===== config.mk =====
export PLATFORM = sky130hd
export DESIGN_NAME = mdio_master
export DESIGN_NICKNAME = d
export VERILOG_FILES = /design/src/rtl/mdio_pkg.sv /design/src/rtl/mdio_datapath.sv /design/src/rtl/mdio_ctrl.sv /design/src/rtl/mdio_master.sv
export SDC_FILE = /design/constraint.sdc
export NUM_CORES = 1
export LEC_CHECK = 0
export BUFFER_PORTS_ARGS = -buffer_cell sky130_fd_sc_hd__buf_2
export CAP_MARGIN = 25
export CORE_UTILIZATION = 40
export CTS_BUF_LIST = sky130_fd_sc_hd__clkbuf_16
export CTS_CLUSTER_SIZE = 28
export DETAILED_ROUTE_END_ITERATION = 16
export PLACE_DENSITY = 0.62
export SYNTH_ARGS = -nofsm -noshare
export SYNTH_HDL_FRONTEND = slang
export SYNTH_SLANG_ARGS = --single-unit

===== constraint.sdc =====
create_clock -name clk -period 2.56 [get_ports clk]
set_clock_uncertainty 0.05 [all_clocks]
set_input_delay 0.512 -clock clk [delete_from_list [all_inputs] [get_ports clk]]
set_output_delay 0.512 -clock clk [all_outputs]
set_load 0.02 [all_outputs]

===== src/rtl/mdio_pkg.sv =====
package mdio_pkg;

  typedef enum logic [2:0] {
    SEG_PRE,
    SEG_HDR,
    SEG_WTAIL,
    SEG_RX1,
    SEG_RX16,
    SEG_RX32
  } segKind_t;

  typedef enum logic [1:0] {
    PH_IDLE,
    PH_LOW,
    PH_HIGH
  } bitPhase_t;

  typedef enum logic [2:0] {
    CS_IDLE,
    CS_PRE,
    CS_HDR,
    CS_WTAIL,
    CS_TA,
    CS_DATA,
    CS_FLUSH,
    CS_TAIL
  } ctrlState_t;

  typedef struct packed {
    logic     capture;
    logic     segGo;
    segKind_t kind;
    logic     addrPhase;
  } mdioStrobe_t;

  localparam int OPB_WRITE = 0;
  localparam int OPB_C45   = 1;

  localparam logic [1:0] C45_OP_ADDR  = 2'b00;
  localparam logic [1:0] C45_OP_WRITE = 2'b01;
  localparam logic [1:0] C45_OP_READ  = 2'b11;
  localparam logic [1:0] START_C22    = 2'b01;
  localparam logic [1:0] START_C45    = 2'b00;
  localparam logic [1:0] TA_DRIVEN    = 2'b10;

endpackage


===== src/rtl/mdio_datapath.sv =====
module mdio_datapath
  import mdio_pkg::*;
#(
  parameter int unsigned HALF_CYCLES    = 32,
  parameter int unsigned RD_HIGH_CYCLES = 44,
  parameter int unsigned IN_SYNC_STAGES = 2
) (
  input  logic        clk,
  input  logic        rstN,
  input  mdioStrobe_t strobe,
  input  logic [1:0]  reqOp,
  input  logic [4:0]  reqPhy,
  input  logic [4:0]  reqDev,
  input  logic [15:0] reqReg,
  input  logic [15:0] reqWdata,
  input  logic [1:0]  c22RdOpcode,
  input  logic [1:0]  c22WrOpcode,
  input  logic        mdioIn,
  output logic        mdc,
  output logic        mdioOut,
  output logic        mdioOe,
  output logic        segDone,
  output logic [15:0] rxWord,
  output logic [1:0]  reqOpQ,
  output logic [4:0]  reqPhyQ
);

  localparam int unsigned MAX_PHASE = (RD_HIGH_CYCLES > HALF_CYCLES) ? RD_HIGH_CYCLES : HALF_CYCLES;
  localparam int unsigned CNT_W     = $clog2(MAX_PHASE + 1);
  localparam logic [CNT_W-1:0] LOW_LAST   = CNT_W'(HALF_CYCLES - 1);
  localparam logic [CNT_W-1:0] TXHI_LAST  = CNT_W'(HALF_CYCLES - 1);
  localparam logic [CNT_W-1:0] RXHI_LAST  = CNT_W'(RD_HIGH_CYCLES - 1);

  // input synchroniser for the pad data
  logic mdioSync;
  generate
    if (IN_SYNC_STAGES == 0) begin : g_noSync
      assign mdioSync = mdioIn;
    end else begin : g_sync
      logic [IN_SYNC_STAGES-1:0] syncQ;
      always_ff @(posedge clk) begin
        if (!rstN) syncQ <= '1;
        else       syncQ <= {syncQ[IN_SYNC_STAGES-2+1-1:0], mdioIn} ;
      end
      assign mdioSync = syncQ[IN_SYNC_STAGES-1];
    end
  endgenerate

  // request capture
  logic [4:0]  devQ;
  logic [15:0] regQ;
  logic [15:0] wdataQ;
  logic [1:0]  rdOpQ;
  logic [1:0]  wrOpQ;
  logic        addrPhaseQ;

  always_ff @(posedge clk) begin
    if (!rstN) begin
      reqOpQ  <= '0;
      reqPhyQ <= '0;
      devQ    <= '0;
      regQ    <= '0;
      wdataQ  <= '0;
      rdOpQ   <= '0;
      wrOpQ   <= '0;
    end else if (strobe.capture) begin
      reqOpQ  <= reqOp;
      reqPhyQ <= reqPhy;
      devQ    <= reqDev;
      regQ    <= reqReg;
      wdataQ  <= reqWdata;
      rdOpQ   <= c22RdOpcode;
      wrOpQ   <= c22WrOpcode;
    end
  end

  always_ff @(posedge clk) begin
    if (!rstN)             addrPhaseQ <= 1'b0;
    else if (strobe.segGo) addrPhaseQ <= strobe.addrPhase;
  end

  // segment word builder (left aligned, MSB leaves first)
  logic        isC45;
  logic        isWrite;
  logic [1:0]  startField;
  logic [1:0]  opField;
  logic [15:0] tailData;
  logic [31:0] segWord;
  logic [5:0]  segLen;
  logic        segTx;

  assign isC45   = reqOpQ[OPB_C45];
  assign isWrite = reqOpQ[OPB_WRITE];

  always_comb begin
    startField = isC45 ? START_C45 : START_C22;
    if (strobe.addrPhase)  opField = C45_OP_ADDR;
    else if (isC45)        opField = isWrite ? C45_OP_WRITE : C45_OP_READ;
    else                   opField = isWrite ? wrOpQ : rdOpQ;
    tailData = strobe.addrPhase ? regQ : wdataQ;
    segWord  = '1;
    segLen   = 6'd1;
    segTx    = 1'b0;
    case (strobe.kind)
      SEG_PRE: begin
        segWord = '1;
        segLen  = 6'd32;
        segTx   = 1'b1;
      end
      SEG_HDR: begin
        segWord = {startField, opField, reqPhyQ, devQ, 18'd0};
        segLen  = 6'd14;
        segTx   = 1'b1;
      end
      SEG_WTAIL: begin
        segWord = {TA_DRIVEN, tailData, 14'd0};
        segLen  = 6'd18;
        segTx   = 1'b1;
      end
      SEG_RX1:  segLen = 6'd1;
      SEG_RX16: segLen = 6'd16;
      SEG_RX32: segLen = 6'd32;
      default:  segLen = 6'd1;
    endcase
  end

  // bit engine
  bitPhase_t        phase;
  logic [CNT_W-1:0] phaseCnt;
  logic [5:0]       bitsLeft;
  logic             txMode;
  logic [31:0]      txShift;
  logic [CNT_W-1:0] highLast;

  assign highLast = txMode ? TXHI_LAST : RXHI_LAST;

  always_ff @(posedge clk) begin
    if (!rstN) begin
      phase    <= PH_IDLE;
      phaseCnt <= '0;
      bitsLeft <= '0;
      txMode   <= 1'b0;
      txShift  <= '0;
      mdc      <= 1'b0;
      mdioOut  <= 1'b0;
      mdioOe   <= 1'b0;
      rxWord   <= '0;
      segDone  <= 1'b0;
    end else begin
      segDone <= 1'b0;
      if (strobe.segGo) begin
        phase    <= PH_LOW;
        phaseCnt <= '0;
        bitsLeft <= segLen;
        txMode   <= segTx;
        mdioOe   <= segTx;
        mdioOut  <= segWord[31];
        txShift  <= {segWord[30:0], 1'b0};
      end else begin
        case (phase)
          PH_LOW: begin
            if (phaseCnt == LOW_LAST) begin
              mdc      <= 1'b1;
              phase    <= PH_HIGH;
              phaseCnt <= '0;
            end else begin
              phaseCnt <= phaseCnt + 1'b1;
            end
          end
          PH_HIGH: begin
            if (phaseCnt == highLast) begin
              mdc      <= 1'b0;
              phaseCnt <= '0;
              if (!txMode) rxWord <= {rxWord[14:0], mdioSync};
              if (bitsLeft == 6'd1) begin
                phase   <= PH_IDLE;
                segDone <= 1'b1;
              end else begin
                phase    <= PH_LOW;
                bitsLeft <= bitsLeft - 1'b1;
                mdioOut  <= txShift[31];
                txShift  <= {txShift[30:0], 1'b0};
              end
            end else begin
              phaseCnt <= phaseCnt + 1'b1;
            end
          end
          default: phaseCnt <= '0;
        endcase
      end
    end
  end

endmodule


===== src/rtl/mdio_ctrl.sv =====
module mdio_ctrl
  import mdio_pkg::*;
(
  input  logic        clk,
  input  logic        rstN,
  input  logic        reqStart,
  input  logic [1:0]  reqOp,
  input  logic [31:0] ignoreTaMask,
  input  logic        segDone,
  input  logic [15:0] rxWord,
  input  logic [1:0]  reqOpQ,
  input  logic [4:0]  reqPhyQ,
  output mdioStrobe_t strobe,
  output logic        busy,
  output logic        done,
  output logic [15:0] rdData,
  output logic        taError
);

  ctrlState_t state, stateNxt;
  logic       addrPhase, addrPhaseNxt;
  logic       finish, loadRd, setErr;
  logic       taBad;

  assign taBad = rxWord[0] && !ignoreTaMask[reqPhyQ];
  assign busy  = (state != CS_IDLE);

  always_comb begin
    stateNxt     = state;
    addrPhaseNxt = addrPhase;
    finish       = 1'b0;
    loadRd       = 1'b0;
    setErr       = 1'b0;
    strobe       = '{capture: 1'b0, segGo: 1'b0, kind: SEG_PRE, addrPhase: 1'b0};
    case (state)
      CS_IDLE: begin
        if (reqStart) begin
          strobe.capture = 1'b1;
          strobe.segGo   = 1'b1;
          strobe.kind    = SEG_PRE;
          addrPhaseNxt   = reqOp[OPB_C45];
          stateNxt       = CS_PRE;
        end
      end
      CS_PRE: if (segDone) begin
        strobe.segGo = 1'b1;
        strobe.kind  = SEG_HDR;
        stateNxt     = CS_HDR;
      end
      CS_HDR: if (segDone) begin
        strobe.segGo = 1'b1;
        if (addrPhase || reqOpQ[OPB_WRITE]) begin
          strobe.kind = SEG_WTAIL;
          stateNxt    = CS_WTAIL;
        end else begin
          strobe.kind = SEG_RX1;
          stateNxt    = CS_TA;
        end
      end
      CS_WTAIL: if (segDone) begin
        strobe.segGo = 1'b1;
        strobe.kind  = SEG_RX1;
        stateNxt     = CS_TAIL;
      end
      CS_TA: if (segDone) begin
        strobe.segGo = 1'b1;
        if (taBad) begin
          strobe.kind = SEG_RX32;
          stateNxt    = CS_FLUSH;
        end else begin
          strobe.kind = SEG_RX16;
          stateNxt    = CS_DATA;
        end
      end
      CS_DATA: if (segDone) begin
        loadRd       = 1'b1;
        strobe.segGo = 1'b1;
        strobe.kind  = SEG_RX1;
        stateNxt     = CS_TAIL;
      end
      CS_FLUSH: if (segDone) begin
        setErr   = 1'b1;
        finish   = 1'b1;
        stateNxt = CS_IDLE;
      end
      CS_TAIL: if (segDone) begin
        if (addrPhase) begin
          addrPhaseNxt = 1'b0;
          strobe.segGo = 1'b1;
          strobe.kind  = SEG_PRE;
          stateNxt     = CS_PRE;
        end else begin
          finish   = 1'b1;
          stateNxt = CS_IDLE;
        end
      end
      default: stateNxt = CS_IDLE;
    endcase
    strobe.addrPhase = addrPhaseNxt;
  end

  always_ff @(posedge clk) begin
    if (!rstN) begin
      state     <= CS_IDLE;
      addrPhase <= 1'b0;
      done      <= 1'b0;
      rdData    <= '0;
      taError   <= 1'b0;
    end else begin
      state     <= stateNxt;
      addrPhase <= addrPhaseNxt;
      done      <= finish;
      if (strobe.capture) taError <= 1'b0;
      if (loadRd)         rdData  <= rxWord;
      if (setErr) begin
        rdData  <= 16'hFFFF;
        taError <= 1'b1;
      end
    end
  end

endmodule


===== src/rtl/mdio_master.sv =====
module mdio_master
  import mdio_pkg::*;
#(
  parameter int unsigned HALF_CYCLES    = 32,
  parameter int unsigned RD_HIGH_CYCLES = 44,
  parameter int unsigned IN_SYNC_STAGES = 2
) (
  input  logic        clk,
  input  logic        rstN,
  input  logic        reqStart,
  input  logic [1:0]  reqOp,
  input  logic [4:0]  reqPhy,
  input  logic [4:0]  reqDev,
  input  logic [15:0] reqReg,
  input  logic [15:0] reqWdata,
  input  logic [1:0]  c22RdOpcode,
  input  logic [1:0]  c22WrOpcode,
  input  logic [31:0] ignoreTaMask,
  output logic        busy,
  output logic        done,
  output logic [15:0] rdData,
  output logic        taError,
  output logic        mdc,
  output logic        mdioOut,
  output logic        mdioOe,
  input  logic        mdioIn
);

  mdioStrobe_t strobe;
  logic        segDone;
  logic [15:0] rxWord;
  logic [1:0]  reqOpQ;
  logic [4:0]  reqPhyQ;

  mdio_ctrl u_ctrl (
    .clk          (clk),
    .rstN         (rstN),
    .reqStart     (reqStart),
    .reqOp        (reqOp),
    .ignoreTaMask (ignoreTaMask),
    .segDone      (segDone),
    .rxWord       (rxWord),
    .reqOpQ       (reqOpQ),
    .reqPhyQ      (reqPhyQ),
    .strobe       (strobe),
    .busy         (busy),
    .done         (done),
    .rdData       (rdData),
    .taError      (taError)
  );

  mdio_datapath #(
    .HALF_CYCLES    (HALF_CYCLES),
    .RD_HIGH_CYCLES (RD_HIGH_CYCLES),
    .IN_SYNC_STAGES (IN_SYNC_STAGES)
  ) u_dp (
    .clk         (clk),
    .rstN        (rstN),
    .strobe      (strobe),
    .reqOp       (reqOp),
    .reqPhy      (reqPhy),
    .reqDev      (reqDev),
    .reqReg      (reqReg),
    .reqWdata    (reqWdata),
    .c22RdOpcode (c22RdOpcode),
    .c22WrOpcode (c22WrOpcode),
    .mdioIn      (mdioIn),
    .mdc         (mdc),
    .mdioOut     (mdioOut),
    .mdioOe      (mdioOe),
    .segDone     (segDone),
    .rxWord      (rxWord),
    .reqOpQ      (reqOpQ),
    .reqPhyQ     (reqPhyQ)
  );

endmodule


==> summary.md <==
| Metric | Value |
|---|---|
| Iter 0 DRT Violations | `about 270` |
| Root buffer cell | `clkbuf_16` |
| Unrepaired setup endpoints after global routing | `no` |
| Synth area leader | `dfxtp_1` |
| CTS tree | `done` |
| Vias in the first global route | `5,167` |
| Actual slew at the worst max-slew pin | `a little over 0.6 ns` |
| PwrDens | `around 710 mW/mm^2` |
| Tmin final | `approximately 2.3 ns` |
| Core area | `0.0146 mm^2` |
| Top post-synthesis cells by count | `148 x nand2_1, 137 x dfxtp_1, 78 x a21oi_1, 72 x nor2_1, 41 x clkbuf_1` |
| Outcome | `finished, final reports clean` |
| Final Hold Fails | `0` |
| Diode count | `0` |
| Leakage | `around 2.9 nW` |
| Slowest cell on the critical path | `mux4_2` |
| Max cap viols | `0` |
| Worst reg2reg path depth | `6` |
| Hold EP | `u_dp.g_sync.syncQ[0]$_SDFF_PN1_` |
| Hold Crit Class | `primary input to flop` |
| Port Buffer Count | `about 110` |
| R2R Setup Slk | `approximately 0.25 ns` |
| WL per Instance | `about 14 um` |
| Top-count cell post-synth | `nand2_1` |
| Syn_area_per_cell | `just over 8 um^2` |
| WS Path Type | `flop to flop` |
| Antenna violations before repair | `0` |
| CTS sink count | `approximately 140` |
| Die Width | `roughly 120 um` |
| Worst hold path startpoint | `mdioIn` |
| Cells after Synth | `slightly above 700` |
| Die area | `0.0154 mm^2` |
| CP cell instances | `mux4_2 -> mux2i_1 -> o22ai_1 -> a211oi_1 -> nor4_1 -> o221a_1` |
| GRT overflow | `0` |
| Max-slew violations | `0` |
| Cell Area, Synth | `between 0.005 and 0.006 mm^2` |
| Top post-synthesis cells by area | `dfxtp_1 46%, nand2_1 9.3%, a21oi_1 6.5%` |
| CTS max path bufs | `2` |
| Worst VDD drop | `between 0.4 and 0.5 mV` |
| GPL Wtd Cong | `0.823` |
| H-tree depth | `4` |
| CP delay by family, top | `compound AO/OA/AOI/OAI gates` |
| Share of the synthesized area in the top cell type | `45.8%` |
| Yosys cell types | `between 50 and 60` |
| Top_reg_cell synth | `dfxtp_1` |
| Postcts setup bufs | `0` |
| Total track usage | `~19%` |
| Sequential fraction of the synthesis area | `45.8%` |
| Fin nets | `about 900` |
| Critical path endpoint category | `flop` |
| Setup_tns | `0 ns` |
| Max_slew headroom | `approximately three fifths` |
| # setup viols final | `0` |
| Mapped Nets | `808` |
| Crit path required time | `approximately 2.8 ns` |
| Clk pin slew, worst setup/hold paths | `0.06 ns` |
| Critical Path AT | `between 2 and 3 ns` |
| Largest net degree at the start of global routing | `between 70 and 80` |
| Hold Path Depth | `2` |
| CP Max Fanout | `6` |
| First-pass GRT wire length | `between 20,000 and 25,000 um` |
| #FFs+latches synth | `about 140` |
| CP max stage delay | `between 0.5 and 0.6 ns` |
| Max Clock Freq | `433 MHz` |
| DRC | `0` |
| Worst hold-check slack | `roughly 0.25 ns` |
| Post-DR vias/cell | `around 5.2` |
| Final period utilization | `about nine tenths` |
| Number of synthesized flops with an enable pin | `0` |
| Die Span Y | `about 120 um` |
| Vias | `approximately 5,300` |
| Layout cells sized above 1 | `a little over a fifth` |
| HPWL Detailed | `about 10,000 um` |
| CP startpoint kind | `flop` |
| Row cnt | `44` |
| Worst-skew pair later-pin latency | `a little over 0.4 ns` |
| Ys async rst share | `0%` |
| Initial core utilization | `41.0%` |
| DRT Wirelength | `approximately 15,000 um` |
| Reg-to-Reg Start | `u_dp.reqPhyQ[0]$_SDFFE_PN0P_` |
| P&R area growth vs syn | `22.1%` |
| Worst r2r dst | `u_dp.bitsLeft[4]$_SDFFE_PN0P_` |
| Final ANT Viol Nets | `0` |
| Ys Warns | `0` |
| Crit path buf inv count | `0` |
| Drt pass-1 iters | `4` |
| Number of I/O pins | `106` |
| TritonCTS Buffers | `17` |
==> layer usage <==
| metal | track usage, % | wire length [um] | vias up |
|---|---|---|---|
| li1 | - | - | 2677 |
| met2 | 31.0 | 6770 | 129 |
| met3 | 4.04 | 528 | 22 |
| met1 | 25.1 | 6900 | 2479 |
| met4 | 9.21 | 342 | 0 |
| met5 | 0 | 0 | - |
==> what timing repair did <==
item                                   4_1_cts  5_1_grt
endpoints found under the hold margin        0        0
setup endpoints to repair                    0        4
hold buffers                                 0        0
resized for setup                            0        1
==> worst reg2reg max path: stages, from the launching register on <==
cell      delay, ns
dfxtp_1        0.51
mux4_2         0.54
mux2i_1        0.19
o22ai_1        0.11
a211oi_1       0.38
nor4_1         0.15
o221a_1        0.27
==> power by group <==
group          switching (W)  internal (W)
registers          0.0000740       0.00224
clock network       0.000932       0.00143
logic               0.000277      0.000227
==> worst max-delay path by stage <==
| stage | slack (ns) | to | cells after the start | startpoint |
|---|---|---|---|---|
| floorplan | 0.32 | u_dp.rxWord[0]$_SDFFE_PN0P_ | 7 | u_dp.txMode$_SDFFE_PN0P_ |
| global placement | 0.17 | u_dp.txShift[27]$_SDFFE_PN0P_ | 7 | reqStart |
| detailed placement | 0.03 | u_dp.txShift[27]$_SDFFE_PN0P_ | 7 | reqStart |
| CTS | 0.09 | u_dp.txShift[27]$_SDFFE_PN0P_ | 6 | u_ctrl.state[2]$_SDFFE_PN0P_ |
| global route | 0.02 | u_dp.bitsLeft[4]$_SDFFE_PN0P_ | 6 | u_dp.reqPhyQ[0]$_SDFFE_PN0P_ |
| finish | 0.25 | u_dp.bitsLeft[4]$_SDFFE_PN0P_ | 6 | u_dp.reqPhyQ[0]$_SDFFE_PN0P_ |
==> flip-flops by register name, indices dropped and copies added, names as in the netlist, 3 cells and up <==
register / cells
u_ctrl.rdData: 16
u_dp.reqPhyQ: 5
u_dp.rxWord: 16
u_dp.phaseCnt: 6
u_dp.regQ: 16
u_dp.wdataQ: 16
u_dp.bitsLeft: 6
u_dp.txShift: 31
u_dp.devQ: 5
u_ctrl.state: 3
==> stage by stage <==
step	worst slack (ns)	power, W	area (um^2)	cells	utilization [%]
after floorplan	0.323	0.00268	5980	719	-
after global placement	0.170	0.00284	6710	978	46.0
after detailed placement	0.0283	0.00286	6720	979	46.0
after CTS	0.0942	0.00523	7300	1011	50.0
after global routing	0.0209	0.00541	7300	1011	50.1
final	0.249	0.00519	7300	1011	50.1
==> cells in the final DEF (no fill, tap or decap), types with 6 or more instances in the layout <==
cell type,n
nand2_1,148
mux2i_1,30
dfxtp_1,137
o211ai_1,10
buf_4,23
nor3_1,6
nand3_1,18
nand2b_1,9
o21ai_0,27
o22ai_1,19
nor2_1,72
inv_1,13
a21oi_1,78
and3_1,11
clkbuf_16,17
buf_2,105
mux4_2,6
a2bb2oi_1,13
==> area by class of cell <==
type | instances | area (um^2)
inverters | 12 | 45.0
well taps | 184 | 230
fillers | 1398 | 7290
clock buffers | 17 | 425
clock inverters | 15 | 154
repair buffers | 130 | 729
flip-flops and latches | 137 | 2740
multi-input cells | 516 | 2980
==> kinds of logic (layout without fill, tap and decap cells) <==
kind of cell / Yosys count / count (layout) / synth area share [%]
XOR/XNOR: 9 / 9 / 1.32
buffers and inverters: 66 / 174 / 4.52
multiplexers: 42 / 42 / 8.41
AO/OA/AOI/OAI: 175 / 175 / 18.0
AND/OR/NAND/NOR: 285 / 285 / 20.9
adder cells (fa/ha/maj): 5 / 5 / 1.05
flip-flops: 137 / 137 / 45.8
Power figures use the tool's default switching activity.
